File: config.mk
export PLATFORM = sky130hd
export DESIGN_NAME = pin_ctl_bank
export DESIGN_NICKNAME = d
export VERILOG_FILES = /design/src/rtl/pcb_pkg.sv /design/src/rtl/pcb_sync.sv /design/src/rtl/pcb_detect.sv /design/src/rtl/pcb_pin_reg.sv /design/src/rtl/pin_ctl_bank.sv
export SDC_FILE = /design/constraint.sdc
export NUM_CORES = 1
export LEC_CHECK = 0
export ABC_CLOCK_PERIOD_IN_PS = 5200
export BUFFER_PORTS_ARGS = -buffer_cell sky130_fd_sc_hd__buf_2
export CORE_MARGIN = 2
export CORE_UTILIZATION = 45
export DETAILED_ROUTE_END_ITERATION = 12
export PLACE_DENSITY = 0.67
export SLEW_MARGIN = 10
export SYNTH_ARGS = -nofsm -noshare
export SYNTH_HDL_FRONTEND = slang
export SYNTH_SLANG_ARGS = --single-unit
export TNS_END_PERCENT = 100
File: constraint.sdc
create_clock -name clk -period 5.2 [get_ports clk]
set_input_delay 1.04 -clock clk [delete_from_list [all_inputs] [get_ports clk]]
set_output_delay 1.04 -clock clk [all_outputs]
set_load 0.01 [all_outputs]
File: src/rtl/pcb_pkg.sv
package pcb_pkg;
  localparam int unsigned LOW_W     = 16;
  localparam int unsigned LOCK_BIT  = 15;
  localparam int unsigned MODE_LSB  = 16;
  localparam int unsigned MODE_W    = 4;
  localparam int unsigned FLAG_BIT  = 24;
  localparam int unsigned WA_GLOW   = 32;
  localparam int unsigned WA_GHIGH  = 33;
  localparam int unsigned WA_FLAGS  = 40;

  typedef enum logic [MODE_W-1:0] {
    MODE_OFF  = 4'd0,
    MODE_RISE = 4'd1,
    MODE_FALL = 4'd2,
    MODE_BOTH = 4'd3,
    MODE_LOW  = 4'd4,
    MODE_HIGH = 4'd5
  } irq_mode_e;
endpackage

File: src/rtl/pcb_sync.sv
module pcb_sync #(
  parameter int W = 32
) (
  input  logic         clk,
  input  logic         rst_n,
  input  logic [W-1:0] din,
  output logic [W-1:0] cur,
  output logic [W-1:0] prev
);
  logic [W-1:0] meta_q, sync_q, hist_q;

  always_ff @(posedge clk or negedge rst_n) begin
    if (!rst_n) begin
      meta_q <= '0;
      sync_q <= '0;
      hist_q <= '0;
    end else begin
      meta_q <= din;
      sync_q <= meta_q;
      hist_q <= sync_q;
    end
  end

  assign cur  = sync_q;
  assign prev = hist_q;
endmodule

File: src/rtl/pcb_detect.sv
module pcb_detect import pcb_pkg::*; #(
  parameter int NPINS = 32
) (
  input  logic [NPINS-1:0]             cur,
  input  logic [NPINS-1:0]             prev,
  input  logic [NPINS-1:0][MODE_W-1:0] mode,
  output logic [NPINS-1:0]             hit
);
  always_comb begin
    for (int i = 0; i < NPINS; i++) begin
      unique case (mode[i])
        MODE_RISE: hit[i] = cur[i] & ~prev[i];
        MODE_FALL: hit[i] = ~cur[i] & prev[i];
        MODE_BOTH: hit[i] = cur[i] ^ prev[i];
        MODE_LOW:  hit[i] = ~cur[i];
        MODE_HIGH: hit[i] = cur[i];
        default:   hit[i] = 1'b0;
      endcase
    end
  end
endmodule

File: src/rtl/pcb_pin_reg.sv
module pcb_pin_reg import pcb_pkg::*; #(
  parameter int DATA_W = 32
) (
  input  logic              clk,
  input  logic              rst_n,
  input  logic              own_wr,
  input  logic              glob_wr,
  input  logic [DATA_W-1:0] wdata,
  input  logic              ext_clr,
  input  logic              hw_set,
  output logic [LOW_W-1:0]  low_q,
  output logic [MODE_W-1:0] mode_q,
  output logic              flag_q
);
  logic [LOW_W-1:0]  low_d;
  logic [MODE_W-1:0] mode_d;
  logic              flag_d;
  logic              low_en, mode_en, clr;

  always_comb begin
    low_en  = (own_wr | glob_wr) & ~low_q[LOCK_BIT];
    mode_en = own_wr;
    low_d   = wdata[LOW_W-1:0];
    mode_d  = wdata[MODE_LSB +: MODE_W];
    clr     = ext_clr | (own_wr & wdata[FLAG_BIT]);
    flag_d  = hw_set | (flag_q & ~clr);
  end

  always_ff @(posedge clk or negedge rst_n) begin
    if (!rst_n) begin
      low_q  <= '0;
      mode_q <= '0;
      flag_q <= 1'b0;
    end else begin
      if (low_en)  low_q  <= low_d;
      if (mode_en) mode_q <= mode_d;
      flag_q <= flag_d;
    end
  end
endmodule

File: src/rtl/pin_ctl_bank.sv
module pin_ctl_bank import pcb_pkg::*; #(
  parameter int NPINS  = 32,
  parameter int ADDR_W = 6,
  parameter int DATA_W = 32
) (
  input  logic              clk,
  input  logic              rst_n,
  input  logic              bus_sel,
  input  logic              bus_wr,
  input  logic [ADDR_W-1:0] bus_addr,
  input  logic [DATA_W-1:0] bus_wdata,
  output logic [DATA_W-1:0] bus_rdata,
  input  logic [NPINS-1:0]  pin_in,
  output logic              irq
);
  localparam int HALF  = NPINS / 2;
  localparam int IDX_W = $clog2(NPINS);

  logic wr_go, glow_wr, ghigh_wr, flags_wr;
  logic [NPINS-1:0] own_wr, glob_en, ext_clr, hit_vec, flag_vec;
  logic [NPINS-1:0] pin_cur, pin_prev;
  logic [NPINS-1:0][MODE_W-1:0] mode_vec;
  logic [NPINS-1:0][LOW_W-1:0]  low_vec;
  logic [NPINS*LOW_W-1:0]  low_flat;
  logic [NPINS*MODE_W-1:0] cfg_flat;
  logic [DATA_W-1:0] pcr_word [NPINS];

  assign wr_go    = bus_sel & bus_wr;
  assign glow_wr  = wr_go & (bus_addr == ADDR_W'(WA_GLOW));
  assign ghigh_wr = wr_go & (bus_addr == ADDR_W'(WA_GHIGH));
  assign flags_wr = wr_go & (bus_addr == ADDR_W'(WA_FLAGS));

  pcb_sync #(.W(NPINS)) u_sync (
    .clk(clk), .rst_n(rst_n), .din(pin_in), .cur(pin_cur), .prev(pin_prev)
  );

  pcb_detect #(.NPINS(NPINS)) u_detect (
    .cur(pin_cur), .prev(pin_prev), .mode(mode_vec), .hit(hit_vec)
  );

  for (genvar i = 0; i < NPINS; i++) begin : g_pin
    assign own_wr[i]  = wr_go & (bus_addr == ADDR_W'(i));
    assign ext_clr[i] = flags_wr & bus_wdata[i];
    if (i < HALF) begin : g_lo
      assign glob_en[i] = glow_wr & bus_wdata[LOW_W + i];
    end else begin : g_hi
      assign glob_en[i] = ghigh_wr & bus_wdata[LOW_W + i - HALF];
    end

    pcb_pin_reg #(.DATA_W(DATA_W)) u_reg (
      .clk(clk), .rst_n(rst_n),
      .own_wr(own_wr[i]), .glob_wr(glob_en[i]), .wdata(bus_wdata),
      .ext_clr(ext_clr[i]), .hw_set(hit_vec[i]),
      .low_q(low_vec[i]), .mode_q(mode_vec[i]), .flag_q(flag_vec[i])
    );

    always_comb begin
      pcr_word[i] = '0;
      pcr_word[i][LOW_W-1:0] = low_vec[i];
      pcr_word[i][MODE_LSB +: MODE_W] = mode_vec[i];
      pcr_word[i][FLAG_BIT] = flag_vec[i];
    end

    assign low_flat[i*LOW_W +: LOW_W]   = low_vec[i];
    assign cfg_flat[i*MODE_W +: MODE_W] = mode_vec[i];
  end

  always_comb begin
    bus_rdata = '0;
    if (bus_sel && !bus_wr) begin
      if (bus_addr < ADDR_W'(NPINS))
        bus_rdata = pcr_word[bus_addr[IDX_W-1:0]];
      else if (bus_addr == ADDR_W'(WA_FLAGS))
        bus_rdata = DATA_W'(flag_vec);
    end
  end

  assign irq = |flag_vec;
endmodule

## Word level (Yosys, flattened, before mapping)

Cells that the tools add are included.

| word-level totals | value |
|---|---|
| bits in latches | 0 |
| flip-flop bits (word level) | 768 |
| output and inout port bits | 33 |
| logic and storage cells | 854 |
| bits of input ports | 74 |
| bits in writable memories | 0 |
| memories kept | 0 |
| memory bits (read-only) | 0 |

| operators by class | value |
|---|---|
| divide/modulo/power cells | 0 |
| $lt $le $gt $ge | 2 |
| equality and inequality tests | 194 |
| $add $sub $neg | 0 |
| bitwise operators | 517 |
| reduce and logical (&&, ||, !) cells | 4 |
| mux-type cells | 38 |
| shift-type cells | 0 |
| multiply operators | 0 |

Operators with widths:

| operator | number |
|---|---|
| $and A1 B1 Y1 | 260 |
| $eq A4 B2 Y1 const B | 64 |
| $eq A4 B3 Y1 const B | 64 |
| $bmux W32 S5 | 1 |
| $mux W32 | 5 |
| $pmux W1 S5 | 32 |
| $eq A4 B1 Y1 const B | 32 |
| $not A1 Y1 | 128 |
| $eq A6 B5 Y1 const B | 16 |
| $or A1 B1 Y1 | 96 |
| $eq A6 B4 Y1 const B | 8 |
| $reduce_or A32 Y1 | 1 |
| $xor A1 B1 Y1 | 32 |
| $eq A6 B3 Y1 const B | 4 |
| $eq A6 B6 Y1 const B | 3 |
| $eq A6 B2 Y1 const B | 2 |
| $eq A6 B1 Y1 const B | 1 |
| $ge A6 B6 Y1 const B | 1 |
| $logic_not A6 Y1 | 1 |
| $lt A6 B6 Y1 const B | 1 |
| $not A5 Y6 | 1 |
| $logic_and A1 B1 Y1 | 1 |
| $logic_not A1 Y1 | 1 |

## Longest topological paths before layout

Gate-level depths: netlist (run 1).

| depth | value |
|---|---|
| depth after elaboration | 7 |
| mapped depth | 9 |
| gate-level depth less buffers | 6 |

## Modules after synthesis

Synthesis (run 1) repeated with hierarchy kept, for this count alone.

| unflattened totals | value |
|---|---|
| cell total of the unflattened synthesis | 2678 |
| area total of the unflattened synthesis | 38816.0 µm² |

Modules (own cells, without submodules):

| module | instances | area each (µm²) | cells an instance | sequential area each (µm²) |
|---|---|---|---|---|
| pcb_pin_reg | 32 | 854.6 | 48 | 525.5 |
| pin_ctl_bank | 1 | 6343.6 | 662 | 0.0 |
| pcb_detect | 1 | 2723.9 | 384 | 0.0 |
| pcb_sync | 1 | 2402.3 | 96 | 2402.3 |

## Worst setup path before layout (run 1)

Ideal clock, no wire load.

| timing | value |
|---|---|
| kind | input to output |
| start point | in bus_addr[0] |
| end point | out bus_rdata[17] |
| arrival time | 2.588 ns |
| path slack | 1.572 ns |
| path buffers | 2 |
| required time | 4.160 ns |
| stages | 6 |
| cell sequence | buf_4 buf_2 mux4_2 a22o_1 o21ai_0 a41oi_1 |

| between the ends | value |
|---|---|
| word-level cells in the longest chain between the ends | 6 |
| elaborated cells on any way between the ends | 9 |
| classes of those cells | 1 x order compare; 1 x eq/ne; 6 x mux; 1 x bitwise |

Ends and longest elaborated chain:

| what | RTL line | source |
|---|---|---|
| start, declared | pin_ctl_bank.sv:10 | `input logic [ADDR_W-1:0] bus_addr,` |
| $not A5 Y6 (not written as such) | pin_ctl_bank.sv:72 | `bus_rdata = pcr_word[bus_addr[IDX_W-1:0]];` |
| $bmux W32 S5 | pin_ctl_bank.sv:72 |  |
| $mux W32 (not written as such) (2 in series) | pin_ctl_bank.sv:72 |  |
| $mux W32 * | pin_ctl_bank.sv:71 | `if (bus_addr < ADDR_W'(NPINS))` |
| $mux W32 * | pin_ctl_bank.sv:70 | `if (bus_sel && !bus_wr) begin` |
| end, declared | pin_ctl_bank.sv:12 | `output logic [DATA_W-1:0] bus_rdata,` |

Mark *: on every way between the ends. The rest lies on a longest branch, timed or not. The select of a mux whose other input is x is not followed.

## Worst setup path in the final report (run 1)

| timing | value |
|---|---|
| start point | in bus_addr[1] |
| end point | out bus_rdata[19] |

The elaborated chain is that of the path after synthesis.

==> summary.md, run 1 <==
| Metric | Value |
|---|---|
| Crit path max fanout | `58` |
| Clk pin slew, worst setup/hold paths | `50 ps` |
| Initial drt markers | `around 2000` |
| Max-Cap Viols | `0` |
| Setup Fix Bufs, Post-CTS | `0` |
| Syn_area_per_cell | `13.9 sq um` |
| Final worst-path cycle share | `0.891` |
| Largest net degree at the start of global routing | `111` |
| Clock Skews | `20.4 ps` |
| DRC | `0` |
| RSZ-0062 raised after global routing | `false` |
| Global Route Usage Sum | `0.237` |
| Register area share after synthesis | `0.512` |
| Power per Cell Area | `355 nW/um^2` |
| CTS Root Cell | `clkbuf_16` |
| Startpoint class of the critical path | `input pin` |
| Sum Neg Setup Slack | `0 ps` |
| Status | `finished, final reports clean` |
| CP Cell Sequence | `buf_8, nor4b_4, and3b_1, buf_4, nand2_1, a41oi_1, buf_2` |
| Fin area | `41700 sq um` |
| Die ar. | `around 86000 sq um` |
| HPWL after detailed placement | `approximately 66000 um` |
| Register share of total power | `0.480` |
| Critical path origin | `bus_addr[1]` |
| P_sw | `3.73 mW` |
| Arr. time, crit path | `3590 ps` |
| Syn. warnings | `0` |
| Final WL | `100000 um` |
| Routed Antenna Nets | `0` |
| Required @ worst endpoint | `approximately 4200 ps` |
| DR vias | `about 23000` |
| Hold path depth | `0` |
| PortBufs | `about 110` |
| Setup CP Type | `in2out` |
| Fin nets | `2908` |
| Vias in the first global route | `24896` |
| Share of layout cells above drive strength 1 | `0.356` |
| Post-synthesis cell area | `roughly 38000 sq um` |
| Slew @ Worst Pin | `1130 ps` |
| Initial core utilization | `0.456` |
| I/O pin count | `107` |
| Hold buffer count at CTS | `0` |
| Die extent in y | `between 200 and 300 um` |
| Commonest non-fill, non-tap cell in the layout | `dfrtp_1` |
| Min Tclk post-route | `4630 ps` |
| Sink Count | `768` |
| Most frequent cells in the layout | `dfrtp_1, mux2_2, nand2_1, mux2i_1, mux4_2` |
| Synth Net Count | `2839` |
| Maximum VDD drop | `210 uV` |
| Crit-path max cell delay | `900 ps` |
| Die width | `293 um` |
| Max clock buf depth | `3` |
| CTS tree | `done` |
| Netlist cell types | `slightly below 70` |
| Synth Flop Type | `dfrtp_1` |
| Worst r2r src | `g_pin[11].u_reg.low_q[15]` |
| DR pass1 iterations | `6` |
| Global route total overflow | `0` |
| Setup violators final | `0` |
| Worst reg2reg path depth | `2` |
| P_int | `11.1 mW` |
| Slew headroom | `0.241` |
| Final Wtd Congestion | `just under 0.9` |
| CP endpoint kind | `output port` |
| Number of synthesized flops with an enable pin | `0` |
| Sw frac | `0.251` |
| Synthesis-stage register bit count | `768` |
| Hold crit path type | `reg2reg` |
| Ys async rst share | `1.00` |
| H-tree Lvls | `3` |
| Synthesis-to-layout area growth | `11.3%` |
| Min-Delay Startpoint | `u_sync.meta_q[27]` |
| Overall Power | `~15 mW` |
| Pins over their slew limit | `0` |
| Fmax | `216 MHz` |
| Initial antenna violation count | `5` |
| Worst-skew pair later-pin latency | `~630 ps` |
| Gates resized, CTS repair | `0` |
| Slowest stage cell, crit path | `and3b_1` |
| DP Area | `38900 sq um` |
| Power share of the combinational group | `0.113` |
| Vias/cell | `~6.0` |
| Leakage | `approximately 20 nW` |
| Clock power share | `0.407` |
| CTS Buf Count | `85` |
| First-pass GRT wire length | `154000 um` |
| Final hold vios | `0` |
| Core outline area | `82200 sq um` |
| Row cnt | `~110` |
| Syn Inst Count | `2701` |
| Avg WL per Cell | `between 20 and 30 um` |
[worst paths after layout]
path                                            end  slack, ps
min in group asynchronous          u_sync.meta_q[7]        500
max in group asynchronous  g_pin[19].u_reg.low_q[6]       3430
hold reg to reg                      u_sync.cur[27]        340
setup reg to reg           g_pin[11].u_reg.low_q[3]       3500
setup / recovery                      bus_rdata[19]        570
hold / removal                       u_sync.cur[27]        340
[state kept, by name, summed over array words and instances (netlist names)]
signal              count
g_pin.u_reg.low_q     512
g_pin.u_reg.mode_q    128
g_pin.u_reg.flag_q     32
u_sync.cur             32
u_sync.meta_q          32
u_sync.prev            32
[critical path, delay by kind of cell]
kind | cells | cell delay [ps]
and+or+nand+nor | 3 | 1360
buffers and inverters | 3 | 750
AOI/OAI and AO/OA | 1 | 320
[layer usage]
metal	wire, um	vias up	GRT usage
met4	3810	0	0.0936
met1	42200	12483	0.314
met5	0	-	0
met3	6030	196	0.0416
li1	-	10022	-
met2	48300	774	0.388
[power by group through the flow]
stage | Sequential (mW) | Clock [mW] | Combinational (mW)
6_report | 7.12 | 6.03 | 1.68
5_1_grt | 7.18 | 6.41 | 1.83
4_1_cts | 7.11 | 6.14 | 1.69
3_5_place_dp | 7.21 | 0 | 1.68
3_3_place_gp | 7.16 | 0 | 1.62
2_1_floorplan | 7.00 | 0 | 1.21
[cells in the mapped netlist, drive strengths merged (7+ instances only)]
master | instances | area (sq um)
nor2 | 8 | 45.0
o21ai | 34 | 170
clkbuf | 78 | 300
nand3 | 48 | 353
nand2 | 151 | 574
a21oi | 64 | 549
o2bb2ai | 7 | 61.3
mux4 | 126 | 2840
a221o | 18 | 180
and3 | 17 | 106
nor3 | 24 | 233
nor4 | 9 | 62.6
nand4 | 31 | 194
o21bai | 7 | 52.6
mux2 | 600 | 6790
nand2b | 63 | 394
inv | 93 | 349
ha | 64 | 801
dfrtp | 768 | 19200
a21o | 29 | 218
a41oi | 21 | 184
mux2i | 141 | 1410
a22o | 30 | 263
xor2 | 26 | 228
buf | 121 | 921
a32oi | 11 | 96.3
a22oi | 48 | 360
[logic make-up (layout without fill, tap and decap cells)]
group,Yosys count,count (layout),synth area share
compound gates,293,293,0.0617
buf+inv,293,427,0.0420
other cells,0,1,0
xor+xnor,32,32,0.00747
fa+ha+maj,64,64,0.0214
simple gates,384,384,0.0607
flops,768,768,0.512
mux,867,867,0.294
[per-stage QoR]
step,std cells,hold slack [ps],setup WS [ps],utilization
3_3_place_gp,3753,332,555,0.473
2_1_floorplan,2701,331,1570,-
5_1_grt,3905,358,472,0.507
4_1_cts,3905,345,585,0.507
6_report,3906,345,565,0.507
3_5_place_dp,3753,335,590,0.473
[layout make-up]
cell class              count  area, sq um
diodes                      1         2.50
clock buffers             132         2540
clock inverters            20          259
fillers                  6910        40500
inverters                  94          353
multi-input cells        1640        16700
flip-flops and latches    768        19200
well taps                1070         1340
repair buffers            181         1270
No activity file was read; power rests on OpenSTA's default activity.
==> inputs of run 2 (changes only) <==
Settings changed: GPL_TIMING_DRIVEN set to 0, REMOVE_ABC_BUFFERS set to 1.
==> summary.md, run 2 (same netlist as run 1, synthesis figures left out) <==
| Metric | Value |
|---|---|
| PortBufs | `106 (unchanged)` |
| Global Route Usage Sum | `0.241 (was 0.237)` |
| Leakage | `19.6 nW (about the same)` |
| Global route total overflow | `0 (unchanged)` |
| Final hold vios | `0 (unchanged)` |
| Max-Cap Viols | `0 (unchanged)` |
| Commonest non-fill, non-tap cell in the layout | `dfrtp_1 (unchanged)` |
| Power per Cell Area | `361 nW/um^2 (was 355 nW/um^2)` |
| Final Wtd Congestion | `0.865 (was 0.894)` |
| Most flop-heavy register | `g_pin.u_reg.low_q (unchanged)` |
| Fin nets | `2864 (was 2908)` |
| Hold crit path type | `reg2reg (unchanged)` |
| Largest net degree at the start of global routing | `115 (was 111)` |
| Pins over their slew limit | `0 (unchanged)` |
| Worst-skew pair later-pin latency | `660 ps (was 630 ps)` |
| Setup violators final | `0 (unchanged)` |
| Startpoint class of the critical path | `input pin (unchanged)` |
| DP Area | `39000 sq um (was 38900 sq um)` |
| Arr. time, crit path | `4020 ps (was 3590 ps)` |
| Synthesis-to-layout area growth | `12.2% (was 11.3%)` |
| Avg WL per Cell | `26.3 um (was 25.7 um)` |
| CP top delay family | `simple AND/OR/NAND/NOR gates (unchanged)` |
| Final WL | `102000 um (was 100000 um)` |
| Initial core utilization | `0.456 (unchanged)` |
| Row cnt | `105 (unchanged)` |
| Sink Count | `768 (unchanged)` |
| I/O pin count | `107 (unchanged)` |
| Setup CP Type | `in2out (unchanged)` |
| Fmax | `198 MHz (was 216 MHz)` |
| Sum Neg Setup Slack | `0 ps (unchanged)` |
| Slew headroom | `0.124 (was 0.241)` |
| HPWL after detailed placement | `66200 um (was 66500 um)` |
| Multi-input logic area | `16900 sq um (was 16700 sq um)` |
| DRC | `0 (unchanged)` |
| H-tree Lvls | `3 (unchanged)` |
| Share of layout cells above drive strength 1 | `0.353 (was 0.356)` |
| Storage cell area | `19200 sq um (unchanged)` |
| Crit path max fanout | `46 (was 58)` |
| CP Cell Sequence | `buf_8, buf_16, bufbuf_16, nor4b_4, and3b_4, nand2_1, a41oi_1, buf_2 (was buf_8, nor4b_4, and3b_1, buf_4, nand2_1, a41oi_1, buf_2)` |
| CTS Buf Count | `83 (was 85)` |
| Crit-path max cell delay | `590 ps (was 900 ps)` |
| WP buf/inv | `4 (was 3)` |
| Slowest stage cell, crit path | `nor4b_4 (was and3b_1)` |
| Vias in the first global route | `24810 (was 24896)` |
| CTS tree | `done (unchanged)` |
| Hold buffer count at CTS | `0 (unchanged)` |
| Core outline area | `82200 sq um (unchanged)` |
| Final worst-path cycle share | `0.973 (was 0.891)` |
| Min Tclk post-route | `5060 ps (was 4630 ps)` |
| Overall Power | `15.2 mW (was 14.8 mW)` |
| Die ar. | `85700 sq um (unchanged)` |
| Largest register FFs | `512 (unchanged)` |
| First-pass GRT wire length | `157000 um (was 154000 um)` |
| Setup Fix Bufs, Post-CTS | `0 (unchanged)` |
| Status | `finished, final reports clean (unchanged)` |
| Max clock buf depth | `3 (unchanged)` |
| DR pass1 iterations | `6 (unchanged)` |
| Maximum VDD drop | `275 uV (was 210 uV)` |
| Required @ worst endpoint | `4160 ps (about the same)` |
| Clock Skews | `31.6 ps (was 20.4 ps)` |
| CTS Root Cell | `clkbuf_16 (unchanged)` |
| FILL cells | `6840 (was 6910)` |
| Routed Antenna Nets | `0 (unchanged)` |
| Largest regs | `g_pin.u_reg.low_q x512, g_pin.u_reg.mode_q x128 (unchanged)` |
| CP endpoint kind | `output port (unchanged)` |
| Clk pin slew, worst setup/hold paths | `60 ps (was 50 ps)` |
| Slew @ Worst Pin | `1310 ps (was 1130 ps)` |
| Initial drt markers | `1952 (was 1968)` |
| Die extent in y | `293 um (unchanged)` |
| Die width | `293 um (unchanged)` |
| RSZ-0062 raised after global routing | `false (unchanged)` |
| Post-layout util | `0.512 (was 0.507)` |
| DR vias | `23466 (was 23475)` |
| Initial antenna violation count | `5 (unchanged)` |
| Vias/cell | `6.07 (was 6.01)` |
| Fin area | `42100 sq um (was 41700 sq um)` |
| Most frequent cells in the layout | `dfrtp_1, mux2_2, nand2_1, mux2i_1, mux4_2 (unchanged)` |
[run 2: cell types whose count changed in the layout (fill, tap and decap cells not counted), sizes merged, moves of 3 or more]
cell	delta
bufinv	+7
diode	+3
buf	-44
clkinv	+3
clkbuf	-6
[run 2: through the flow]
| step | hold slack [ps] | setup WS [ps] | instances |
|---|---|---|---|
| 3_3_place_gp | 335 | -12430 | 3678 |
| 6_report | 346 | 143 | 3869 |
| 5_1_grt | 353 | 32.1 | 3865 |
| 4_1_cts | 349 | -0.237 | 3863 |
| 3_5_place_dp | 335 | -641 | 3708 |
| 2_1_floorplan | 331 | 1600 | 2502 |
[run 2: layout make-up]
cell class                 count  share of cell area
antenna                        4            0.000238
clock buffer                 126              0.0599
clock inverter                28              0.0114
inverter                      94             0.00839
multi-input combinational   1641               0.401
sequential                   768               0.457
tap                         1070              0.0318
timing repair buffer         138              0.0305
[run 2: worst reg2reg max path: cells and delay by family (launching register included)]
kind,cells,cell delay (ps)
and+or+nand+nor,1,1080
DFF,1,400
muxes,1,530
[run 2: per-layer routing]
layer,vias to the layer above,track usage,share of wire
li1,9919,-,-
met1,12465,0.326,0.42
met2,835,0.383,0.47
met3,239,0.0413,0.066
met4,8,0.106,0.047
met5,-,0,0.00045
[run 2: what timing repair did]
| item | in CTS | in global routing |
|---|---|---|
| gates resized for setup | 7 | 2 |
| pin swaps | 0 | 2 |
| endpoints found under the setup margin | 31 | 11 |
| gates cloned | 1 | 1 |
[run 2: final timing paths]
kind | to | cells past startpoint | from | slack, ps
setup / recovery | bus_rdata[1] | 8 | bus_addr[0] | 140
hold reg to reg | u_sync.cur[9] | 0 | u_sync.meta_q[9] | 350
min in group asynchronous | u_sync.prev[0] | 1 | rst_n | 380
hold / removal | u_sync.cur[9] | 0 | u_sync.meta_q[9] | 350
max in group asynchronous | g_pin[11].u_reg.low_q[14] | 5 | rst_n | 2420
setup reg to reg | g_pin[17].u_reg.low_q[8] | 2 | g_pin[17].u_reg.low_q[15] | 3050
[run 2: report_power, final]
part | internal (mW) | switching (mW) | leakage, nW
combinational | 0.890 | 0.801 | 8.10
clock | 3.95 | 2.49 | 1.47
sequential | 6.62 | 0.447 | 10.0
